### src/rtl/ses_pkg.sv
`timescale 1ns/1ps
package ses_pkg;
  typedef enum logic [3:0] {
    ST_IDLE, ST_SETUP, ST_EXEC, ST_PULSE, ST_ABORT,
    ST_EVCMD, ST_RDREQ, ST_RDWAIT, ST_DONE, ST_FAIL
  } ses_state_e;

  localparam logic [7:0] CMD_ERASE_SETUP = 8'h22;
  localparam logic [7:0] CMD_ERASE_GO    = 8'hDD;
  localparam logic [7:0] CMD_ABORT       = 8'hFF;
  localparam logic [7:0] CMD_EVERIFY     = 8'hAA;
  localparam logic [7:0] ERASED_BYTE     = 8'hFF;
endpackage

### src/rtl/ses_pulse_timer.sv
`timescale 1ns/1ps
module ses_pulse_timer #(
  parameter int TMR_W = 16
) (
  input  logic             clk,
  input  logic             rst_n,
  input  logic             load,
  input  logic [TMR_W-1:0] len,
  input  logic             run,
  output logic             last,
  output logic [TMR_W-1:0] elapsed
);
  logic [TMR_W-1:0] cnt_q;
  logic [TMR_W-1:0] len_q;

  always_ff @(posedge clk) begin
    if (!rst_n) begin
      cnt_q <= '0;
      len_q <= '0;
    end else if (load) begin
      cnt_q <= '0;
      len_q <= len;
    end else if (run) begin
      cnt_q <= cnt_q + 1'b1;
    end
  end

  assign last    = run && (cnt_q == len_q - 1'b1);
  assign elapsed = cnt_q;

  // a running pulse never overshoots its programmed length
  a_r2_within_pulse: assert property (@(posedge clk) disable iff (!rst_n)
    run |-> (cnt_q < len_q));
  // a loaded pulse always has a non-zero length
  a_r2_len_nonzero: assert property (@(posedge clk) disable iff (!rst_n)
    load |-> (len != '0));
endmodule

### src/rtl/ses_iter_tracker.sv
`timescale 1ns/1ps
module ses_iter_tracker #(
  parameter int BASE_CYC    = 5000,
  parameter int DOUBLINGS   = 7,
  parameter int MAX_RETRIES = 150,
  parameter int TMR_W       = 16,
  parameter int CNT_W       = 8
) (
  input  logic             clk,
  input  logic             rst_n,
  input  logic             clear,
  input  logic             bump,
  output logic [TMR_W-1:0] pulse_len,
  output logic [CNT_W-1:0] iter_count,
  output logic             exhausted
);
  localparam int TOTAL   = DOUBLINGS + MAX_RETRIES;
  localparam int SH_W    = $clog2(DOUBLINGS + 1);
  localparam int SH_MAX  = DOUBLINGS - 1;
  localparam int MAX_LEN = BASE_CYC * (1 << (DOUBLINGS - 1));

  logic [SH_W-1:0]  sh_q;
  logic [CNT_W-1:0] iter_q;

  always_ff @(posedge clk) begin
    if (!rst_n) begin
      sh_q   <= '0;
      iter_q <= '0;
    end else if (clear) begin
      sh_q   <= '0;
      iter_q <= '0;
    end else if (bump) begin
      if (iter_q != CNT_W'(TOTAL)) iter_q <= iter_q + 1'b1;
      if (sh_q != SH_W'(SH_MAX))   sh_q   <= sh_q + 1'b1;
    end
  end

  assign pulse_len  = TMR_W'(BASE_CYC) << sh_q;
  assign iter_count = iter_q;
  assign exhausted  = (iter_q == CNT_W'(TOTAL));

  // the pulse length never grows past the capped maximum
  a_r6_len_cap: assert property (@(posedge clk) disable iff (!rst_n)
    pulse_len <= TMR_W'(MAX_LEN));
  // the pulse count never exceeds the budget
  a_r7_iter_bound: assert property (@(posedge clk) disable iff (!rst_n)
    iter_q <= CNT_W'(TOTAL));
endmodule

### src/rtl/ses_verify_scan.sv
`timescale 1ns/1ps
module ses_verify_scan #(
  parameter int SECTOR_BYTES = 256,
  parameter int BYTE_W       = 8
) (
  input  logic              clk,
  input  logic              rst_n,
  input  logic              clear,
  input  logic              advance,
  output logic [BYTE_W-1:0] offset,
  output logic              last
);
  logic [BYTE_W-1:0] off_q;

  always_ff @(posedge clk) begin
    if (!rst_n)       off_q <= '0;
    else if (clear)   off_q <= '0;
    else if (advance) off_q <= off_q + 1'b1;
  end

  assign offset = off_q;
  assign last   = (off_q == BYTE_W'(SECTOR_BYTES - 1));

  // the scan stays inside the sector
  a_r4_offset_range: assert property (@(posedge clk) disable iff (!rst_n)
    off_q <= BYTE_W'(SECTOR_BYTES - 1));
  // the controller never advances past the last byte
  a_r4_no_wrap: assert property (@(posedge clk) disable iff (!rst_n)
    advance |-> !last);
endmodule

### src/rtl/sector_erase_seq.sv
`timescale 1ns/1ps
module sector_erase_seq
  import ses_pkg::*;
#(
  parameter int BASE_CYC     = 5000,
  parameter int DOUBLINGS    = 7,
  parameter int MAX_RETRIES  = 150,
  parameter int SECTOR_BYTES = 256,
  parameter int SECT_W       = 11,
  localparam int TOTAL  = DOUBLINGS + MAX_RETRIES,
  localparam int CNT_W  = $clog2(TOTAL + 1),
  localparam int BYTE_W = $clog2(SECTOR_BYTES),
  localparam int ADDR_W = SECT_W + BYTE_W
) (
  input  logic              clk,
  input  logic              rst_n,
  input  logic              start,
  input  logic [SECT_W-1:0] sector,
  output logic              busy,
  output logic              done,
  output logic              fail,
  output logic [CNT_W-1:0]  iter_count,
  output logic              req_valid,
  input  logic              req_ready,
  output logic              req_write,
  output logic [ADDR_W-1:0] req_addr,
  output logic [7:0]        req_wdata,
  input  logic              rsp_valid,
  input  logic [7:0]        rsp_data
);
  localparam int MAX_LEN = BASE_CYC * (1 << (DOUBLINGS - 1));
  localparam int TMR_W   = $clog2(MAX_LEN + 1) + 1;

  ses_state_e        state_q, state_d;
  logic [SECT_W-1:0] sector_q;

  logic              tr_clear, tr_bump, tr_exhausted;
  logic [TMR_W-1:0]  tr_len;
  logic              tmr_load, tmr_run, tmr_last;
  logic [TMR_W-1:0]  tmr_elapsed;
  logic              sc_clear, sc_adv, sc_last;
  logic [BYTE_W-1:0] sc_off;
  logic              rsp_erased;

  assign rsp_erased = (rsp_data == ERASED_BYTE);

  ses_iter_tracker #(
    .BASE_CYC(BASE_CYC), .DOUBLINGS(DOUBLINGS), .MAX_RETRIES(MAX_RETRIES),
    .TMR_W(TMR_W), .CNT_W(CNT_W)
  ) u_iter (
    .clk(clk), .rst_n(rst_n), .clear(tr_clear), .bump(tr_bump),
    .pulse_len(tr_len), .iter_count(iter_count), .exhausted(tr_exhausted)
  );

  ses_pulse_timer #(.TMR_W(TMR_W)) u_timer (
    .clk(clk), .rst_n(rst_n), .load(tmr_load), .len(tr_len), .run(tmr_run),
    .last(tmr_last), .elapsed(tmr_elapsed)
  );

  ses_verify_scan #(.SECTOR_BYTES(SECTOR_BYTES), .BYTE_W(BYTE_W)) u_scan (
    .clk(clk), .rst_n(rst_n), .clear(sc_clear), .advance(sc_adv),
    .offset(sc_off), .last(sc_last)
  );

  // sequencing control
  assign tr_clear = (state_q == ST_IDLE) && start;
  assign tr_bump  = (state_q == ST_EXEC) && req_ready;
  assign tmr_load = tr_bump;
  assign tmr_run  = (state_q == ST_PULSE);
  assign sc_clear = (state_q == ST_EVCMD) && req_ready;
  assign sc_adv   = (state_q == ST_RDWAIT) && rsp_valid && rsp_erased && !sc_last;

  always_comb begin
    state_d = state_q;
    unique case (state_q)
      ST_IDLE:   if (start)     state_d = ST_SETUP;
      ST_SETUP:  if (req_ready) state_d = ST_EXEC;
      ST_EXEC:   if (req_ready) state_d = ST_PULSE;
      ST_PULSE:  if (tmr_last)  state_d = ST_ABORT;
      ST_ABORT:  if (req_ready) state_d = ST_EVCMD;
      ST_EVCMD:  if (req_ready) state_d = ST_RDREQ;
      ST_RDREQ:  if (req_ready) state_d = ST_RDWAIT;
      ST_RDWAIT: begin
        if (rsp_valid) begin
          if (!rsp_erased)  state_d = tr_exhausted ? ST_FAIL : ST_SETUP;
          else if (sc_last) state_d = ST_DONE;
          else              state_d = ST_RDREQ;
        end
      end
      ST_DONE:   state_d = ST_IDLE;
      ST_FAIL:   state_d = ST_IDLE;
      default:   state_d = ST_IDLE;
    endcase
  end

  always_ff @(posedge clk) begin
    if (!rst_n) begin
      state_q  <= ST_IDLE;
      sector_q <= '0;
    end else begin
      state_q <= state_d;
      if (tr_clear) sector_q <= sector;
    end
  end

  // request channel, driven from registered state only
  always_comb begin
    req_valid = 1'b0;
    req_write = 1'b1;
    req_wdata = 8'h00;
    req_addr  = {sector_q, {BYTE_W{1'b0}}};
    unique case (state_q)
      ST_SETUP: begin req_valid = 1'b1; req_wdata = CMD_ERASE_SETUP; end
      ST_EXEC:  begin req_valid = 1'b1; req_wdata = CMD_ERASE_GO;    end
      ST_ABORT: begin req_valid = 1'b1; req_wdata = CMD_ABORT;       end
      ST_EVCMD: begin req_valid = 1'b1; req_wdata = CMD_EVERIFY;     end
      ST_RDREQ: begin
        req_valid = 1'b1;
        req_write = 1'b0;
        req_addr  = {sector_q, sc_off};
      end
      default: ;
    endcase
  end

  assign busy = (state_q != ST_IDLE);
  assign done = (state_q == ST_DONE);
  assign fail = (state_q == ST_FAIL);

  // request fields hold under back-pressure
  a_r9_req_hold: assert property (@(posedge clk) disable iff (!rst_n)
    (req_valid && !req_ready) |=> (req_valid && $stable(req_addr) &&
                                   $stable(req_wdata) && $stable(req_write)));
  // Reset command only after the minimum erase time
  a_r3_min_erase: assert property (@(posedge clk) disable iff (!rst_n)
    (req_valid && req_write && req_wdata == CMD_ABORT) |-> (tmr_elapsed >= TMR_W'(BASE_CYC)));
  // done is a single-cycle pulse followed by idle
  a_r5_done_once: assert property (@(posedge clk) disable iff (!rst_n)
    done |=> (!done && !busy));
  // fail reports the full budget and never coincides with done
  a_r7_fail_count: assert property (@(posedge clk) disable iff (!rst_n)
    fail |-> (iter_count == CNT_W'(TOTAL) && !done));
  // start while busy does not move the addressed sector
  a_r8_start_ignored: assert property (@(posedge clk) disable iff (!rst_n)
    (busy && start) |=> $stable(req_addr[ADDR_W-1:BYTE_W]));
endmodule

### config.mk
export PLATFORM = sky130hd
export DESIGN_NAME = sector_erase_seq
export DESIGN_NICKNAME = d
export VERILOG_FILES = /design/src/rtl/ses_pkg.sv /design/src/rtl/ses_pulse_timer.sv /design/src/rtl/ses_iter_tracker.sv /design/src/rtl/ses_verify_scan.sv /design/src/rtl/sector_erase_seq.sv
export SDC_FILE = /design/constraint.sdc
export NUM_CORES = 1
export LEC_CHECK = 0
export ABC_AREA = 1
export BUFFER_PORTS_ARGS = -buffer_cell sky130_fd_sc_hd__buf_4
export CAP_MARGIN = 0
export CORE_ASPECT_RATIO = 1.2
export CORE_MARGIN = 3
export CORE_UTILIZATION = 55
export CTS_CLUSTER_SIZE = 30
export DETAILED_ROUTE_END_ITERATION = 12
export PLACE_DENSITY = 0.78
export SYNTH_ARGS = -nofsm -noshare
export SYNTH_HDL_FRONTEND = slang
export SYNTH_SLANG_ARGS = --single-unit
export TNS_END_PERCENT = 5
### constraint.sdc
create_clock -name clk -period 2.35 [get_ports clk]
set_clock_uncertainty 0.2 [all_clocks]
set_input_delay 0.5875 -clock clk [delete_from_list [all_inputs] [get_ports clk]]
set_output_delay 0.5875 -clock clk [all_outputs]
set_load 0.01 [all_outputs]
==> results.cfg, run 1 <==
[place]
dp_hpwl_mm = 7.61
place_ws_ns = 0.182
placed_cells = 764
place_congestion = 0.956
postPlaceCellArea_mm2 = 0.00471
numPortBuffers = 63

[clock_network]
cts_tree = done
cts_root_buf = clkbuf_8
clock_path_buffers = 2
numCtsBuffers = 9
clkLatencyLatePin_ns = 0.35
cts_setup_buffers = 0
cts.clk_slew.worst_paths_ns = 0.07
postCtsHoldBufs = 0
ctsHtreeMaxLevel = 3
numClockSinks = 71

[setup_path]
r2r_slack_ns = 0.23
end_kind = primary output
reg2regPathDepth = 15
crit_end = req_valid
critPathLaunch = state_q[1]$_SDFFE_PN0P_
crit_fanout = 6
worst_setup_path_start_kind = flip-flop
arrival_ns = 1.47
crit_type = flip-flop to primary output
rr_startpoint = u_timer.len_q[3]$_SDFFE_PN0P_
r2r_end = state_q[1]$_SDFFE_PN0P_
required_ns = 1.56

[hold_path]
worstHoldPathType = flip-flop to flip-flop
min_from = sector_q[4]$_SDFFE_PN0P_

[logic_synthesis]
syn_area_mm2 = 0.00419
syn_inst = 623
yosys_warnings = 0
seq_area_frac_synth_pct = 33.9
syn_area_per_cell_um2 = 6.73
synth_largest_area_cell = dfxtp_1
ys.flop_type = dfxtp_1
synth.area.top_cells = dfxtp_1, nand2_1, inv_1
yosysTopAreaCellShare_pct = 33.9
synth_cell_types = 43
synth-edff-count = 0
ys_ff_latch = 71
ys_async_sr_fraction_pct = 0
synth_nets = 659

[routing]
wl_met2_mm = 4.98
routed_wl_mm = 10.0
drt_pre_antenna_iters = 5
dr.first_iter.drc_count = 264
m1WireLength_mm = 4.27
route.detailed.drc = 0
wl_per_cell_um = 12.8
ant_nets = 0
viasPerCell = 5.24
wl_met3_um = 487
top_layer_used = met4
vias = 4080

[sta]
fmax_ghz = 0.442
finalSetupTns_ns = 0
layout_setup_ws_ns = 0.0886
whs_ns = 0.244
worstMarginPinSlew_ns = 0.450
rsz0062_at_grt = yes
setup_viol = 0
finalHoldViolCount = 0
period_share_pct = 96.2
finalMaxSlewViolations = 0
period_minus_slack_ns = 2.26
max-slew-margin-rel_pct = 70.0

[global_route]
grt_antenna_before_repair = 0
grt_max_degree = 30
grt-ovfl-total = 0
grt_pass1_wl_mm = 17.0
grt_use_total_pct = 24.1
grt_pass1_vias = 3758

[die]
initial_core_util_pct = 57.3
die_h_um = 102
rows = 34
dieArea_mm2 = 0.00871
pin_count = 64
core_region_area_mm2 = 0.00732
die_w_um = 85.7

[cells_and_area]
fin_area_mm2 = 0.00497
fin_util_pct = 67.9
drive_gt1_share_pct = 19.2
final_nets = 721
antenna_cells = 0
stdcell_count = 779
area_delta_synth_final_pct = 18.5

[run]
max-cap-violations = 0

[power]
p_leak_nw = 2.20
p_per_area_mw_per_mm2 = 869
finalPower_mw = 4.32
vdd_drop_max_v = 0.000787

[outcome]
status = finished clean
[routing by layer]
layer	global-route usage, %	up-vias
li1	-	2116
met1	29.1	1824
met2	42.2	116
met3	4.72	24
met4	8.77	0
met5	0	-
[state kept, by name, summed over array words and instances (netlist names)]
register           count
u_timer.len_q         17
u_timer.elapsed       20
u_iter.iter_count      8
u_iter.sh_q            3
u_scan.offset          8
sector_q              11
state_q                4
[cell usage in the layout, fill, tap and decap left out, types with 9 or more instances in the layout]
cell type and instances:
nand2_1 130, dfxtp_1 66, clkbuf_8 9, nor2_2 11, nor2_1 71, o21ai_0 40, inv_1 97, a21oi_1 43
xor2_1 11, nand2_2 9, ha_1 11, nand3_1 29, nor3_1 12, buf_4 65, nand4_1 16
[power by group]
part	leakage (nW)	internal [mW]	switching [mW]
clock	0.105	0.589	0.468
combinational	1.52	0.706	1.09
sequential	0.577	1.33	0.126
[worst max-delay path, cell delays in order (launching register included)]
cell and delay [ns]:
dfxtp_2 0.40, inv_1 0.08, nor2_2 0.15, nand2_2 0.13
inv_1 0.09, nor2_2 0.05, nand3_1 0.09, buf_4 0.13
[cell type report]
class,instances,area [um2]
Tap cell,90,113
Timing Repair Buffer,65,488
Clock inverter,6,86.3
Multi-Input combinational cell,435,2340
Sequential cell,71,1430
Clock buffer,9,124
Inverter,103,393
Fill cell,639,2350
[cells by family after synthesis]
family | after synthesis | share of synthesized area [%]
XOR/XNOR | 17 | 3.55
AND/OR/NAND/NOR | 305 | 34.7
AO/OA/AOI/OAI | 101 | 13.0
flip-flops | 71 | 33.9
buffers and inverters | 117 | 11.2
adder cells (fa/ha/maj) | 12 | 3.58
[worst min-delay path by stage]
stage	to	slack, ns	cells after the start
finish	sector_q[4]$_SDFFE_PN0P_	0.24	2
global route	sector_q[2]$_SDFFE_PN0P_	0.26	2
global placement	sector_q[2]$_SDFFE_PN0P_	0.23	2
detailed placement	sector_q[4]$_SDFFE_PN0P_	0.23	2
CTS	sector_q[4]$_SDFFE_PN0P_	0.25	2
floorplan	u_scan.offset[4]$_SDFFE_PP0P_	0.24	2
[repair_timing]
item | 4_1_cts | 5_1_grt
pin swaps | 0 | 1
setup endpoints to repair | 9 | 22
resized for setup | 1 | 13
[synthesized netlist by cell type, types with 2 or more instances]
cell type / n
nor2_2: 8
xor2_1: 11
nand3b_1: 4
or2_2: 2
a21oi_1: 44
a211oi_1: 3
nand2_1: 132
nand3_1: 29
buf_4: 5
nor3b_1: 3
nor2_4: 5
inv_1: 97
nand2_4: 2
nor2_1: 75
clkbuf_1: 5
nand4_1: 16
inv_2: 4
buf_2: 4
nand2_2: 7
xnor2_1: 6
nand3_4: 2
o21ai_0: 40
nor3_2: 2
dfxtp_1: 71
nor3_1: 12
o32ai_1: 3
o22ai_1: 4
ha_1: 12
Note: power is estimated with default switching activity, not from simulation.
==> inputs of run 2 (changes only) <==
Settings changed: CELL_PAD_IN_SITES_DETAIL_PLACEMENT set to 0, CELL_PAD_IN_SITES_GLOBAL_PLACEMENT set to 1, CORE_UTILIZATION 55 to 41, PLACE_DENSITY 0.78 to unset, PLACE_DENSITY_LB_ADDON set to 0.1.
==> results.cfg, run 2 (same netlist as run 1, synthesis figures left out) <==
[outcome]
status = finished clean

[clock_network]
numClockSinks = 71
cts.clk_slew.worst_paths_ns = 0.05
postCtsHoldBufs = 0
ctsHtreeMaxLevel = 3
clock_path_buffers = 2
cts_root_buf = clkbuf_16
cts_tree = done
cts_setup_buffers = 0
numCtsBuffers = 9
clkLatencyLatePin_ns = 0.33

[global_route]
grt_max_degree = 23
grt_use_total_pct = 18.6
grt_pass1_wl_mm = 17.5
grt_antenna_before_repair = 1
grt_pass1_vias = 3755
grt-ovfl-total = 0

[hold_path]
worstHoldPathType = flip-flop to flip-flop
hold_depth = 2

[sta]
layout_setup_ws_ns = 0.0853
finalHoldViolCount = 0
period_share_pct = 96.4
finalSetupTns_ns = 0
rsz0062_at_grt = yes
whs_ns = 0.242
worstMarginPinSlew_ns = 0.434
fmax_ghz = 0.442
max-slew-margin-rel_pct = 71.0
finalMaxSlewViolations = 0
setup_viol = 0
period_minus_slack_ns = 2.26

[place]
dp_hpwl_mm = 8.22
placed_cells = 804
numPortBuffers = 63
place_ws_ns = 0.153
postPlaceCellArea_mm2 = 0.00481
place_congestion = 0.841

[run]
max-cap-violations = 0

[cells_and_area]
antenna_cells = 0
register_area_mm2 = 0.00143
largest_reg_flops = 20
area_delta_synth_final_pct = 23.2
drive_gt1_share_pct = 19.3
nFillCells = 993
final_nets = 729
multi_input_area_mm2 = 0.00232
stdcell_count = 821
fin_area_mm2 = 0.00516
final_common_cell = nand2_1
most-common-layout-cells = nand2_1, inv_1, nor2_1, buf_4, dfxtp_1
fin_util_pct = 52.9

[routing]
viasPerCell = 4.88
drt_pre_antenna_iters = 5
vias = 4005
route.detailed.drc = 0
wl_per_cell_um = 12.8
ant_nets = 0
dr.first_iter.drc_count = 147
routed_wl_mm = 10.5

[setup_path]
crit_fanout = 6
crit_type = flip-flop to primary output
arrival_ns = 1.48
worst_setup_path_start_kind = flip-flop
required_ns = 1.56
reg2regPathDepth = 15
end_kind = primary output

[power]
p_leak_nw = 2.29
vdd_drop_max_v = 0.000639
p_per_area_mw_per_mm2 = 919
finalPower_mw = 4.74

[die]
die_h_um = 117
initial_core_util_pct = 42.9
rows = 39
die_w_um = 98.3
core_region_area_mm2 = 0.00976
dieArea_mm2 = 0.0115
pin_count = 64
==> run 2: worst paths after layout <==
| check | from | end | slack, ns |
|---|---|---|---|
| hold / removal | sector_q[3]$_SDFFE_PN0P_ | sector_q[3]$_SDFFE_PN0P_ | 0.24 |
| setup reg to reg | u_timer.len_q[3]$_SDFFE_PN0P_ | state_q[2]$_SDFFE_PN0P_ | 0.26 |
| setup / recovery | state_q[1]$_SDFFE_PN0P_ | req_valid | 0.09 |
| hold reg to reg | sector_q[3]$_SDFFE_PN0P_ | sector_q[3]$_SDFFE_PN0P_ | 0.24 |
==> run 2: cell type report <==
class | instances | share of cell area, %
Clock buffer | 14 | 5.70
Tap cell | 123 | 2.98
Timing Repair Buffer | 72 | 10.5
Inverter | 103 | 7.61
Sequential cell | 71 | 27.6
Multi-Input combinational cell | 436 | 44.9
Clock inverter | 2 | 0.679
==> run 2: timing repair <==
| action | in CTS | in global routing |
|---|---|---|
| pin swaps | 0 | 2 |
| resized for setup | 1 | 7 |
| setup endpoints to repair | 10 | 20 |
| gates cloned | 0 | 1 |
==> run 2: power breakdown <==
part	switching (mW)	total, mW	internal (mW)
combinational	1.10	1.82	0.717
sequential	0.120	1.46	1.34
clock	0.505	1.47	0.965
==> run 2: routing by layer <==
| metal | up-vias | global-route usage, % | routed length [um] |
|---|---|---|---|
| met4 | 2 | 5.56 | 104 |
| met5 | - | 0 | 12 |
| li1 | 2131 | - | - |
| met3 | 9 | 5.02 | 405 |
| met2 | 64 | 32.3 | 5160 |
| met1 | 1799 | 22.7 | 4810 |
==> run 2: critical path, stage by stage, from the launching register on <==
cell	delay, ns
dfxtp_2	0.35
inv_1	0.09
nor2_2	0.06
nand2_2	0.14
inv_1	0.05
nor2_1	0.17
nand3_1	0.12
buf_4	0.17
==> inputs of run 3 (changes only) <==
==> constraint.sdc (replaced) <==
create_clock -name clk -period 2.35 [get_ports clk]
set_clock_uncertainty 0.2 [all_clocks]
set_input_delay 0.47 -clock clk [delete_from_list [all_inputs] [get_ports clk]]
set_output_delay 0.47 -clock clk [all_outputs]
set_load 0.01 [all_outputs]
==> results.cfg, run 3 (same netlist as run 1, synthesis figures left out) <==
[global_route]
met2_usage_pct = 33.3
grt_antenna_before_repair = 0
grt-ovfl-total = 0
grt_pass1_vias = 3753
grt_max_degree = 23
grt_most_used_layer = met2
grt_pass1_wl_mm = 17.8
grt_use_total_pct = 18.9
grt_use_met1_pct = 23.6
grt_util_met3_pct = 4.00

[clock_network]
cts_tree = done
numClockSinks = 71
ctsHtreeMaxLevel = 3
postCtsHoldBufs = 0
clkLatencyLatePin_ns = 0.33
cts.clk_slew.worst_paths_ns = 0.05
cts_setup_buffers = 0
numCtsBuffers = 9
clock_path_buffers = 2
cts_root_buf = clkbuf_16

[power]
switching_power_mw = 1.72
vdd_drop_max_v = 0.000652
p_comb_share_pct = 38.0
p_per_area_mw_per_mm2 = 922
p_int_mw = 3.03
p_leak_nw = 2.28
power_frac_clock_pct = 31.6
netSwitchingFraction_pct = 36.2
sequentialPowerShare_pct = 30.4
finalPower_mw = 4.76

[setup_path]
reg2regPathDepth = 11
worst_setup_path_start_kind = flip-flop
crit_slowest_cell = dfxtp_1
crit_end = req_valid
end_kind = primary output
crit_type = flip-flop to primary output
crit_path_cell_trace = nor2_4 -> nand2_2 -> inv_1 -> nor2_1 -> nand3_1 -> buf_4
crit_fanout = 5
critPathLaunch = state_q[3]$_SDFFE_PN0P_
rr_startpoint = state_q[2]$_SDFFE_PN0P_
max_stage_delay_ns = 0.45
required_ns = 1.68
arrival_ns = 1.53
r2r_slack_ns = 0.19
r2r_end = u_scan.offset[5]$_SDFFE_PP0P_

[cells_and_area]
final_nets = 728
area_delta_synth_final_pct = 23.1
stdcell_count = 820
largest_reg_flops = 20
multi_input_area_mm2 = 0.00232
fin_area_mm2 = 0.00516
most-common-layout-cells = nand2_1, inv_1, nor2_1, buf_4, dfxtp_1
nFillCells = 1003
register_area_mm2 = 0.00142
drive_gt1_share_pct = 19.1
antenna_cells = 0
final_common_cell = nand2_1

[sta]
whs_ns = 0.220
period_minus_slack_ns = 2.20
worstMarginPinSlew_ns = 0.450
period_share_pct = 93.6
finalHoldViolCount = 0
rsz0062_at_grt = yes
setup_viol = 0
fmax_ghz = 0.455
finalMaxSlewViolations = 0
max-slew-margin-rel_pct = 69.9
finalSetupTns_ns = 0

[routing]
wl_per_cell_um = 12.7
viasPerCell = 4.86
ant_nets = 0
drt_pre_antenna_iters = 4
routed_wl_mm = 10.4
dr.first_iter.drc_count = 190
route.detailed.drc = 0
vias = 3989

[die]
die_w_um = 98.3
rows = 39
die_h_um = 117
initial_core_util_pct = 42.9
pin_count = 64
core_region_area_mm2 = 0.00976
dieArea_mm2 = 0.0115

[place]
postPlaceCellArea_mm2 = 0.00480
numPortBuffers = 63
placed_cells = 803
place_congestion = 0.851
dp_hpwl_mm = 8.20

[hold_path]
worstHoldPathType = primary input to flip-flop

[run]
max-cap-violations = 0

[outcome]
status = finished clean
[run 3: layout make-up]
class | instances | share of cell area (%)
clock buffers | 11 | 4.90
clock inverters | 5 | 1.55
inverters | 103 | 7.62
multi-input cells | 436 | 45.0
flip-flops and latches | 71 | 27.6
well taps | 123 | 2.98
repair buffers | 71 | 10.3
[run 3: power by group through the flow]
stage	sequential [mW]	clock (mW)	combinational (mW)
after detailed placement	1.47	0	1.79
after global routing	1.47	1.60	2.06
after floorplan	1.48	0	1.24
after CTS	1.44	1.54	1.80
after global placement	1.47	0	1.79
final	1.45	1.50	1.81
[run 3: per-stage QoR]
step / setup WS [ns] / utilization [%]
5_1_grt: -0.00454 / 52.9
2_1_floorplan: 0.442 / -
3_3_place_gp: 0.222 / 49.2
3_5_place_dp: 0.136 / 49.2
6_report: 0.151 / 52.9
4_1_cts: 0.0328 / 52.6
[run 3: per-layer routing]
metal,wire length [um],vias to the layer above
met5,0,-
met4,87,0
met3,345,7
met2,5180,58
met1,4790,1793
li1,-,2131
[run 3: worst max-delay path, delay by kind of cell, from the launching register on]
family	cells	cell delay (ns)
buffers and inverters	2	0.22
AND/OR/NAND/NOR	4	0.53
flip-flops	1	0.45
[run 3: repair_timing]
| action | CTS | global route |
|---|---|---|
| setup endpoints to repair | 0 | 12 |
| hold endpoints to repair | 0 | 0 |
| resized for setup | 0 | 7 |
[run 3: worst min path at each step]
stage / slack, ns / cells after the start / endpoint / startpoint
after global placement: 0.23 / 2 / sector_q[2]$_SDFFE_PN0P_ / sector_q[2]$_SDFFE_PN0P_
after global routing: 0.24 / 3 / sector_q[7]$_SDFFE_PN0P_ / sector[7]
after floorplan: 0.24 / 2 / u_scan.offset[4]$_SDFFE_PP0P_ / u_scan.offset[4]$_SDFFE_PP0P_
final: 0.22 / 3 / sector_q[3]$_SDFFE_PN0P_ / sector[3]
after CTS: 0.22 / 3 / sector_q[6]$_SDFFE_PN0P_ / sector[6]
after detailed placement: 0.24 / 2 / sector_q[3]$_SDFFE_PN0P_ / sector_q[3]$_SDFFE_PN0P_
